[src/rtl/usec_timebase_pkg.sv]
package usec_timebase_pkg;
  localparam int unsigned FRAC_W = 8;
  localparam int unsigned CFG_W  = 2 * FRAC_W;

  localparam logic [7:0] OFS_COUNT  = 8'h10;
  localparam logic [7:0] OFS_RATIO  = 8'h14;
  localparam logic [7:0] OFS_FREEZE = 8'h4c;

  localparam logic [CFG_W-1:0] RATIO_RESET = 16'h000b;

  typedef struct packed {
    logic [FRAC_W-1:0] num_m1;
    logic [FRAC_W-1:0] den_m1;
  } ratio_t;
endpackage

[src/rtl/usec_prescaler.sv]
module usec_prescaler
  import usec_timebase_pkg::*;
(
  input  logic   clk_i,
  input  logic   rst_ni,
  input  ratio_t ratio_i,
  input  logic   clear_i,
  output logic   tick_o
);
  localparam int unsigned ACC_W = FRAC_W + 1;

  logic [ACC_W-1:0] num, den, acc_q, acc_d, sum;
  logic             tick_d, tick_q;

  always_comb begin
    num = {1'b0, ratio_i.num_m1} + ACC_W'(1);
    den = {1'b0, ratio_i.den_m1} + ACC_W'(1);
    sum = acc_q + num;
    if (clear_i) begin
      acc_d  = '0;
      tick_d = 1'b0;
    end else if (num >= den) begin
      // at most one tick per clock: saturate
      acc_d  = '0;
      tick_d = 1'b1;
    end else if (sum >= den) begin
      acc_d  = sum - den;
      tick_d = 1'b1;
    end else begin
      acc_d  = sum;
      tick_d = 1'b0;
    end
  end

  always_ff @(posedge clk_i or negedge rst_ni) begin
    if (!rst_ni) begin
      acc_q  <= '0;
      tick_q <= 1'b0;
    end else begin
      acc_q  <= acc_d;
      tick_q <= tick_d;
    end
  end

  assign tick_o = tick_q;
endmodule

[src/rtl/usec_counter.sv]
module usec_counter #(
  parameter int unsigned CNT_W = 32
) (
  input  logic             clk_i,
  input  logic             rst_ni,
  input  logic             step_i,
  input  logic             hold_i,
  output logic [CNT_W-1:0] count_o
);
  logic [CNT_W-1:0] cnt_q;

  always_ff @(posedge clk_i or negedge rst_ni) begin
    if (!rst_ni)               cnt_q <= '0;
    else if (step_i && !hold_i) cnt_q <= cnt_q + CNT_W'(1); // silent wrap
  end

  assign count_o = cnt_q;
endmodule

[src/rtl/usec_regs.sv]
module usec_regs
  import usec_timebase_pkg::*;
#(
  parameter int unsigned ADDR_W = 8,
  parameter int unsigned DATA_W = 32,
  parameter int unsigned CNT_W  = 32
) (
  input  logic              clk_i,
  input  logic              rst_ni,
  input  logic              req_i,
  input  logic              we_i,
  input  logic [ADDR_W-1:0] addr_i,
  input  logic [DATA_W-1:0] wdata_i,
  input  logic [CNT_W-1:0]  count_i,
  output ratio_t            ratio_o,
  output logic              freeze_o,
  output logic              ratio_wr_o,
  output logic [DATA_W-1:0] rdata_o
);
  logic [CFG_W-1:0]  ratio_q;
  logic              freeze_q;
  logic [DATA_W-1:0] rdata_q, rdata_d;
  logic              hit_cnt, hit_ratio, hit_frz, wr, rd;

  always_comb begin
    hit_cnt   = (addr_i == ADDR_W'(OFS_COUNT));
    hit_ratio = (addr_i == ADDR_W'(OFS_RATIO));
    hit_frz   = (addr_i == ADDR_W'(OFS_FREEZE));
    wr        = req_i && we_i;
    rd        = req_i && !we_i;
    rdata_d   = '0;
    if (rd) begin
      unique case (1'b1)
        hit_cnt:   rdata_d = DATA_W'(count_i);
        hit_ratio: rdata_d = DATA_W'(ratio_q);
        hit_frz:   rdata_d = DATA_W'(freeze_q);
        default:   rdata_d = '0;
      endcase
    end
  end

  always_ff @(posedge clk_i or negedge rst_ni) begin
    if (!rst_ni) begin
      ratio_q  <= RATIO_RESET;
      freeze_q <= 1'b0;
      rdata_q  <= '0;
    end else begin
      rdata_q <= rdata_d;
      if (wr && hit_ratio) ratio_q  <= wdata_i[CFG_W-1:0];
      if (wr && hit_frz)   freeze_q <= wdata_i[0];
    end
  end

  assign ratio_o    = ratio_t'(ratio_q);
  assign freeze_o   = freeze_q;
  assign ratio_wr_o = wr && hit_ratio;
  assign rdata_o    = rdata_q;
endmodule

[src/rtl/usec_timebase.sv]
module usec_timebase
  import usec_timebase_pkg::*;
#(
  parameter int unsigned ADDR_W = 8,
  parameter int unsigned DATA_W = 32,
  parameter int unsigned CNT_W  = 32
) (
  input  logic              clk_i,
  input  logic              rst_ni,
  input  logic              req_i,
  input  logic              we_i,
  input  logic [ADDR_W-1:0] addr_i,
  input  logic [DATA_W-1:0] wdata_i,
  output logic [DATA_W-1:0] rdata_o,
  output logic              tick_o,
  output logic [CNT_W-1:0]  count_o
);
  ratio_t ratio;
  logic   freeze_q;
  logic   ratio_wr;

  usec_regs #(.ADDR_W(ADDR_W), .DATA_W(DATA_W), .CNT_W(CNT_W)) u_regs (
    .clk_i      (clk_i),
    .rst_ni     (rst_ni),
    .req_i      (req_i),
    .we_i       (we_i),
    .addr_i     (addr_i),
    .wdata_i    (wdata_i),
    .count_i    (count_o),
    .ratio_o    (ratio),
    .freeze_o   (freeze_q),
    .ratio_wr_o (ratio_wr),
    .rdata_o    (rdata_o)
  );

  usec_prescaler u_presc (
    .clk_i   (clk_i),
    .rst_ni  (rst_ni),
    .ratio_i (ratio),
    .clear_i (ratio_wr),
    .tick_o  (tick_o)
  );

  usec_counter #(.CNT_W(CNT_W)) u_cnt (
    .clk_i   (clk_i),
    .rst_ni  (rst_ni),
    .step_i  (tick_o),
    .hold_i  (freeze_q),
    .count_o (count_o)
  );
endmodule

[config.mk]
export PLATFORM = sky130hd
export DESIGN_NAME = usec_timebase
export DESIGN_NICKNAME = d
export VERILOG_FILES = /design/src/rtl/usec_timebase_pkg.sv /design/src/rtl/usec_prescaler.sv /design/src/rtl/usec_counter.sv /design/src/rtl/usec_regs.sv /design/src/rtl/usec_timebase.sv
export SDC_FILE = /design/constraint.sdc
export NUM_CORES = 1
export LEC_CHECK = 0
export ABC_CLOCK_PERIOD_IN_PS = 5100
export CORE_ASPECT_RATIO = 1.1
export CORE_UTILIZATION = 40
export CTS_BUF_LIST = sky130_fd_sc_hd__clkbuf_2
export DETAILED_ROUTE_END_ITERATION = 7
export GPL_ROUTABILITY_DRIVEN = 0
export PLACE_DENSITY = 0.66
export SLEW_MARGIN = 20
export SYNTH_ARGS = -nofsm -noshare
export SYNTH_HDL_FRONTEND = slang
export SYNTH_SLANG_ARGS = --single-unit
[constraint.sdc]
create_clock -name clk_i -period 5.1 [get_ports clk_i]
set_clock_uncertainty 0.2 [all_clocks]
set_input_delay 1.275 -clock clk_i [delete_from_list [all_inputs] [get_ports clk_i]]
set_output_delay 1.275 -clock clk_i [all_outputs]
set_load 0.1 [all_outputs]
Word level (Yosys, flattened, before mapping)

Cells that the tools add are included.

Add/sub/neg operators: 5
$lt $le $gt $ge: 2
Eq/ne operators: 3
Multiplexer cells: 8
Reductions and logical operators: 7

Operators by type and width:

| operator                                                        | number |
|---|---|
| 32-bit case mux with 3 select lines                             | 1 |
| 32-bit by 1-bit adder with 32-bit output, second input constant | 1 |
| 32-bit two-way mux                                              | 1 |
| 9-bit two-way mux                                               | 3 |
| 8-bit by 1-bit adder with 9-bit output, second input constant   | 2 |
| 9-bit greater-or-equal comparator                               | 2 |
| 8-bit by 5-bit == test with 1-bit output, second input constant | 2 |
| 9-bit adder                                                     | 1 |
| 9-bit subtractor                                                | 1 |
| 8-bit by 7-bit == test with 1-bit output, second input constant | 1 |
| 1-bit logical AND                                               | 5 |
| 1-bit two-way mux                                               | 3 |
| 1-bit zero test                                                 | 2 |

Register bits after elaboration: 91
Bits of input ports: 44
Output and inout port bits: 65
Logic and storage cells: 31

Logic depth before layout (Yosys ltp)

Gate-level depths: netlist of run 1.

Depth in word-level cells: 6
Depth in mapped cells: 16
Mapped depth without buffers: 16

Cells and area by module

A second synthesis of run 1 with hierarchy kept.

Cell total of the unflattened synthesis: 470
Area total of the unflattened synthesis: 5,087.4 um^2

Modules (own cells, without submodules):

| module         | times used | cells each | area an instance (um^2) | seq. area each (um^2) |
|---|---|---|---|---|
| usec_regs      | 1          | 155        | 2,015.7                 | 1,229.9 |
| usec_prescaler | 1          | 189        | 1,619.1                 | 250.2 |
| usec_counter   | 1          | 126        | 1,452.6                 | 800.8 |

Worst setup path after synthesis of run 1

No wires, ideal clock.

Path type: reg2reg
Start point: reg u_regs.ratio_q[8], in the netlist u_regs.ratio_o[8]
End point: reg u_presc.acc_q[1]
Library setup time: 0.139 ns
Arrival time: 3.211 ns
Data required time: 4.761 ns
Setup slack: 1.549 ns
Stages on the path, launching flop included: 16
Buffers on the path: 0
Period minus slack after synthesis: 3.551 ns
Path through: dfrtp_1 > ha_1 > nand3_1 > xnor2_1 > ha_1 > and3_1 > a32oi_1 > a31oi_1 > xor2_1 > ha_1 > inv_1 > a21oi_1 > o31ai_1 > a21oi_1 > mux2i_1 > nor2_1

Word-level cells in the longest chain between the ends: 6
Elaborated cells on any way between the ends: 8
Classes of those cells: add/sub (3); order compare (2); mux (3)

Ends and longest elaborated chain:

| element                                                                      | line                                       | source |
|---|---|---|
| start: declaration                                                           | usec_regs.sv:20                            | `logic [CFG_W-1:0] ratio_q;` |
| start signal: assignment                                                     | usec_regs.sv:49                            | `if (wr && hit_ratio) ratio_q <= wdata_i[CFG_W-1:0];` |
| 8-bit by 1-bit adder with 9-bit output *                                     | usec_prescaler.sv:16                       | `num = {1'b0, ratio_i.num_m1} + ACC_W'(1);` |
| 9-bit adder                                                                  | usec_prescaler.sv:18                       | `sum = acc_q + num;` |
| 9-bit subtractor / 9-bit greater-or-equal comparator (equally long branches) | usec_prescaler.sv:27, usec_prescaler.sv:26 |  |
| 9-bit two-way mux                                                            | usec_prescaler.sv:26                       | `end else if (sum >= den) begin` |
| 9-bit two-way mux *                                                          | usec_prescaler.sv:22                       | `end else if (num >= den) begin` |
| 9-bit two-way mux *                                                          | usec_prescaler.sv:19                       | `if (clear_i) begin` |
| net u_presc.acc_d[1]                                                         | usec_prescaler.sv:12                       | `logic [ACC_W-1:0] num, den, acc_q, acc_d, sum;` |
| end signal: assignment                                                       | usec_prescaler.sv:37                       | `acc_q <= '0;` |
| end signal: assignment                                                       | usec_prescaler.sv:40                       | `acc_q <= acc_d;` |
| end: declaration                                                             | usec_prescaler.sv:12                       |  |

Mark *: on every way through the listed nets, which the timed path passes. The rest lies on a longest branch.
A chain may end at the register's enable or synchronous reset.

Worst setup path in the final report of run 1

Start point: reg u_regs.ratio_q[9], in the netlist u_regs.ratio_o[9]
End point: reg u_presc.acc_q[7]

Same word-level chain as after synthesis.

==> results of run 1 <==
-- sequential cells by signal, summed over array words and instances (netlist names) --
register	count
u_presc.acc_q	9
u_regs.freeze_o	1
u_regs.rdata_o	32
u_regs.ratio_o	16
u_presc.tick_o	1
u_cnt.count_o	32
-- area by class of cell --
type | count | share of cell area [%]
Clock buffer | 10 | 0.850
Clock inverter | 3 | 0.297
Multi-Input combinational cell | 329 | 39.9
Timing Repair Buffer | 97 | 16.2
Inverter | 13 | 0.828
Tap cell | 150 | 3.19
Sequential cell | 91 | 38.7
-- layout by cell type (no fill, tap or decap), drive strengths merged, types with 19 or more instances in the layout --
master	Yosys	final
clkdlybuf4s50	0	91
and3	23	23
mux2	19	19
xnor2	31	31
nand2	41	41
dfrtp	88	88
nor2	39	39
ha	30	30
xor2	23	23
a21oi	19	19
-- how the worst max path moves through the flow --
stage	end	cells past startpoint	slack [ns]	startpoint
2_1_floorplan	u_presc.acc_q[1]	15	1.55	u_regs.ratio_o[8]
3_3_place_gp	u_presc.acc_q[7]	15	0.86	u_regs.ratio_o[9]
3_5_place_dp	u_presc.acc_q[7]	15	0.87	u_regs.ratio_o[9]
4_1_cts	u_presc.acc_q[7]	15	0.81	u_regs.ratio_o[9]
5_1_grt	u_presc.acc_q[7]	15	0.43	u_regs.ratio_o[9]
6_report	u_presc.acc_q[7]	15	0.76	u_regs.ratio_o[9]
-- metal layers --
| layer | vias to the layer above | part of all wire (%) | GRT usage, % |
|---|---|---|---|
| li1 | 1759 | - | - |
| met4 | 0 | 2.7 | 9.07 |
| met5 | - | 0 | 0 |
| met2 | 73 | 50 | 35.1 |
| met3 | 20 | 4.6 | 4.50 |
| met1 | 1794 | 42 | 24.0 |
-- power by group through the flow --
stage | clock network (W) | logic, W | registers (W)
after floorplan | 0 | 0.000628 | 0.00110
after global placement | 0 | 0.00111 | 0.000871
after detailed placement | 0 | 0.00114 | 0.000875
after CTS | 0.000304 | 0.00114 | 0.000863
after global routing | 0.000331 | 0.00126 | 0.000879
final | 0.000291 | 0.00115 | 0.000864
-- through the flow --
step	util, %	instances	cell area (sq um)	power, W
2_1_floorplan	-	441	4720	0.00173
3_3_place_gp	50.6	680	5820	0.00198
3_5_place_dp	50.6	680	5820	0.00201
4_1_cts	51.2	693	5890	0.00231
5_1_grt	51.3	693	5890	0.00247
6_report	51.3	693	5890	0.00230
-- kinds of logic after synthesis --
kind of cell / count (synthesis) / share of synthesized area, %
AOI/OAI and AO/OA: 66 / 9.02
and+or+nand+nor: 156 / 16.8
adders and majority gates: 32 / 8.81
DFF: 91 / 48.4
buffers and inverters: 21 / 2.02
xor gates and xnor gates: 54 / 10.0
muxes: 21 / 4.96
==> impl_metrics.ini, run 1 <==
[outcome]
status = finished, final reports clean

[power_and_ir_drop]
pwr-share-comb_pct = 49.8
p_seq_share_pct = 37.5
power.density_nw_per_um2 = 391
vdd_drop_max_v = 0.000262
p_switching_w = 0.00106
netSwitchingFraction_pct = 45.9
leakage_nw = 2.72
p_clk_share_pct = 12.7
internal_power_w = 0.00125

[logic_synthesis]
yosys-top-cells-area = dfrtp_1 47%, ha_1 8.0%, xnor2_1 5.8%, mux2_2 4.5%, xor2_1 4.3%
synthDistinctLibCells = 47
synth_fp_nets = 517
syn_area_sq_um = 4720
synth_edf_count = 0
yosysWarnings = 0
yosys.area.top_type = dfrtp_1
synth_top_area_share_pct = 46.7
syn_area_per_cell_sq_um = 10.7
yosys.cell_count.top_type = dfrtp_1
async_reset_ff_share_pct = 100
synth_flop_cell = dfrtp_1
ys_ff_latch = 91
synth_common_cells = 88 x dfrtp_1, 41 x nand2_1, 39 x nor2_1, 31 x xnor2_1, 30 x ha_1
netlist_instances = 441
yosysSeqAreaShare_pct = 48.4

[clocking]
postCtsHoldBufs = 0
clk_path_buf_depth = 2
cts_resized = 0
cts.sinks = 91
h-tree-depth = 3
cts_made_buffers = 9
clk_pin_slew_ns = 0.24
clock_latency_ns = 0.54
clockRootBuffer = clkbuf_2
cts_tree = done
post-cts-setup-buffers = 0

[timing]
finalMaxSlewViolations = 0
hold-worst-slack_ns = 0.320
tns_ns = 0
rsz0062_at_grt = false
layout_setup_ws_ns = 0.760
fin_crit_ns = 4.34
finalHoldViolations = 0
final-setup-viol-count = 0
worst_slew_pin_slew_ns = 1.02
fin_crit_sh_pct = 85.1
relSlewSlack_pct = 31.6
max_freq_mhz = 230

[cells_and_area]
syn_to_final_growth_pct = 24.9
multi_input_area_sq_um = 2350
antenna_cells = 0
regArea_sq_um = 2280
drive_gt1_share_pct = 8.47
fillers = 1092
layout.nets = 617

[worst_setup_path]
r2r_slack_ns = 0.76
critPathRequiredTime_ns = 5.36
reg2reg_to = u_presc.acc_q[7]
path_cells = ha_1, nand3_1, xnor2_1, ha_1, and3_1, a32oi_1, a31oi_1, xor2_1, ha_1, inv_1, a21oi_1, o31ai_1, a21oi_1, o21ai_0, a21oi_1
crit_path_max_fanout = 10
max_stage_delay_ns = 0.64
r2r_cells = 15
reg2reg_from = u_regs.ratio_o[9]
endpoint_kind = flop
cp_top_family = compound AO/OA/AOI/OAI gates
cp-start-kind = flop
crit_buf_inv = 1
critPathSlowestCell = a21oi_1
path_class = flop to flop
arrival_ns = 4.60

[global_route]
grt_pass1_vias = 3777
grt_pass1_wl_microns = 18900
antenna_found_initial = 0
grt_overflow = 0
grt_max_degree = 62
grt.total_usage_pct = 20.1

[route]
wire_per_inst_microns = 16.3
dr_total_vias = 3646
ant_nets = 0
wl_microns = 11300
routed_via_density = 5.26
drt_iter0_drc = 212
drc = 0
drt_first_pass_iters = 4

[placed_design]
portBuffers = 92
pre_cts_slack_ns = 0.865
dp_hpwl_microns = 8530

[floorplanning]
initial_core_util_pct = 41.0
die_h_microns = 116
dieWidth_microns = 106
design.die.area_sq_um = 12200
rows = 41
core_sq_um = 11500
io_pins = 109

[min_path]
hold_class = flop to flop
hold_path_depth = 1
hold_end = u_cnt.count_o[31]
hp-start = u_cnt.count_o[31]

[run]
cap_violations = 0
No activity file was read; power rests on OpenSTA's default activity.
==> inputs of run 2 (changes only) <==
Settings changed: CTS_BUF_LIST sky130_fd_sc_hd__clkbuf_2 to sky130_fd_sc_hd__clkbuf_4 sky130_fd_sc_hd__clkbuf_8, CTS_CLUSTER_DIAMETER set to 120.
==> run 2 against run 1 <==
Compared with the run above: first-iteration DRC count is 24% lower; critical path depth stayed put; via count is 0.36% lower; maximum frequency is 0.89% higher; critical path type unchanged; worst setup slack better by 0.038 ns; register-to-register slack better by 0.04 ns; worst hold slack worse by 0.015 ns; clock power is 48% higher; sequential share of layout area is 0.59 points lower; final cell count stayed put.
==> impl_metrics.ini, run 2 (same netlist as run 1, synthesis figures left out) <==
[timing]
fin_crit_ns = 4.30
finalHoldViolations = 0
tns_ns = 0
relSlewSlack_pct = 31.6
finalMaxSlewViolations = 0
final-setup-viol-count = 0
worst_slew_pin_slew_ns = 1.02
max_freq_mhz = 232
layout_setup_ws_ns = 0.798
fin_crit_sh_pct = 84.3
rsz0062_at_grt = false

[worst_setup_path]
max_stage_delay_ns = 0.63
arrival_ns = 4.37
critPathSlowestCell = a21oi_1
cp-start-kind = flop
path_cells = ha_1, nand3_1, xnor2_1, ha_1, and3_1, a32oi_1, a31oi_1, xor2_1, ha_1, inv_1, a21oi_1, o31ai_1, a21oi_1, o21ai_0, a21oi_1
crit_buf_inv = 1
cp_top_family = compound AO/OA/AOI/OAI gates
endpoint_kind = flop
critPathRequiredTime_ns = 5.17
crit_path_max_fanout = 10
path_class = flop to flop

[route]
routed_via_density = 5.24
dr_total_vias = 3633
drt_first_pass_iters = 4
wire_per_inst_microns = 16.4
ant_nets = 0
drt_iter0_drc = 161
drc = 0
wl_microns = 11300

[global_route]
grt_max_degree = 62
grt_pass1_vias = 3782
grt.total_usage_pct = 20.1
antenna_found_initial = 0
grt_overflow = 0
grt_pass1_wl_microns = 18900

[floorplanning]
design.die.area_sq_um = 12200
io_pins = 109
core_sq_um = 11500
rows = 41
dieWidth_microns = 106
initial_core_util_pct = 41.0
die_h_microns = 116

[cells_and_area]
fin_area_sq_um = 5980
layout_commonest_cell = clkdlybuf4s50_1
multi_input_area_sq_um = 2350
syn_to_final_growth_pct = 26.9
drive_gt1_share_pct = 8.66
fillers = 1084
layout.nets = 617
regArea_sq_um = 2280
most-common-layout-cells = 91 x clkdlybuf4s50_1, 88 x dfrtp_1, 41 x nand2_1
antenna_cells = 0

[power_and_ir_drop]
p_clk_share_pct = 17.7
power.density_nw_per_um2 = 408
p_seq_share_pct = 35.3
p_switching_w = 0.00107
vdd_drop_max_v = 0.000268
internal_power_w = 0.00138
netSwitchingFraction_pct = 43.6
pwr-share-comb_pct = 47.0
leakage_nw = 2.76

[clocking]
cts.sinks = 91
cts_resized = 0
clockRootBuffer = clkbuf_8
cts_made_buffers = 9
cts_tree = done
clk_path_buf_depth = 2
postCtsHoldBufs = 0
clk_pin_slew_ns = 0.09
clock_latency_ns = 0.35
post-cts-setup-buffers = 0
h-tree-depth = 3

[placed_design]
pre_cts_slack_ns = 0.865
dp_hpwl_microns = 8530
portBuffers = 92
placed_area_sq_um = 5820

[run]
cap_violations = 0

[outcome]
status = finished, final reports clean

[min_path]
hold_class = flop to flop
-- run 2: routing by layer --
| layer | wire length (microns) | vias up | global-route usage, % |
|---|---|---|---|
| li1 | - | 1757 | - |
| met3 | 538 | 18 | 4.16 |
| met5 | 0 | - | 0 |
| met1 | 4800 | 1784 | 23.9 |
| met4 | 294 | 0 | 9.17 |
| met2 | 5700 | 74 | 35.2 |
-- run 2: final timing paths --
path	from	end	slack (ns)	cells after the start
worst max-delay path	u_regs.ratio_o[9]	u_presc.acc_q[7]	0.80	15
worst min-delay path	u_cnt.count_o[31]	u_cnt.count_o[31]	0.31	1
worst max register to register	u_regs.ratio_o[9]	u_presc.acc_q[7]	0.80	15
worst min register to register	u_cnt.count_o[31]	u_cnt.count_o[31]	0.31	1
max in group asynchronous	rst_ni	u_regs.ratio_o[0]	2.98	2
min in group asynchronous	rst_ni	u_cnt.count_o[17]	0.79	1
-- run 2: worst register-to-register path, stage by stage (launching register included) --
cell	delay, ns
dfrtp_1	0.45
ha_1	0.22
nand3_1	0.14
xnor2_1	0.33
ha_1	0.34
and3_1	0.20
a32oi_1	0.23
a31oi_1	0.16
xor2_1	0.19
ha_1	0.33
inv_1	0.09
a21oi_1	0.14
o31ai_1	0.13
a21oi_1	0.63
o21ai_0	0.22
a21oi_1	0.21
-- run 2: power groups by stage --
stage               logic (W)  registers, W  clock network (W)
finish                0.00115      0.000863           0.000432
global route          0.00126      0.000877           0.000472
CTS                   0.00114      0.000862           0.000448
detailed placement    0.00114      0.000875                  0
global placement      0.00111      0.000871                  0
floorplan            0.000628       0.00110                  0
-- run 2: cell type report --
cell class,instances,area share [%]
Clock inverter,2,0.230
Inverter,13,0.816
Multi-Input combinational cell,329,39.3
Clock buffer,11,2.43
Timing Repair Buffer,97,16.0
Sequential cell,91,38.1
Tap cell,150,3.14
-- run 2: per-stage QoR --
step	hold slack [ns]	util, %	std cells	total power, W
5_1_grt	0.339	52.1	693	0.00261
3_5_place_dp	0.292	50.6	680	0.00201
6_report	0.305	52.1	693	0.00244
4_1_cts	0.312	52.0	693	0.00245
3_3_place_gp	0.288	50.6	680	0.00198
2_1_floorplan	0.317	-	441	0.00173
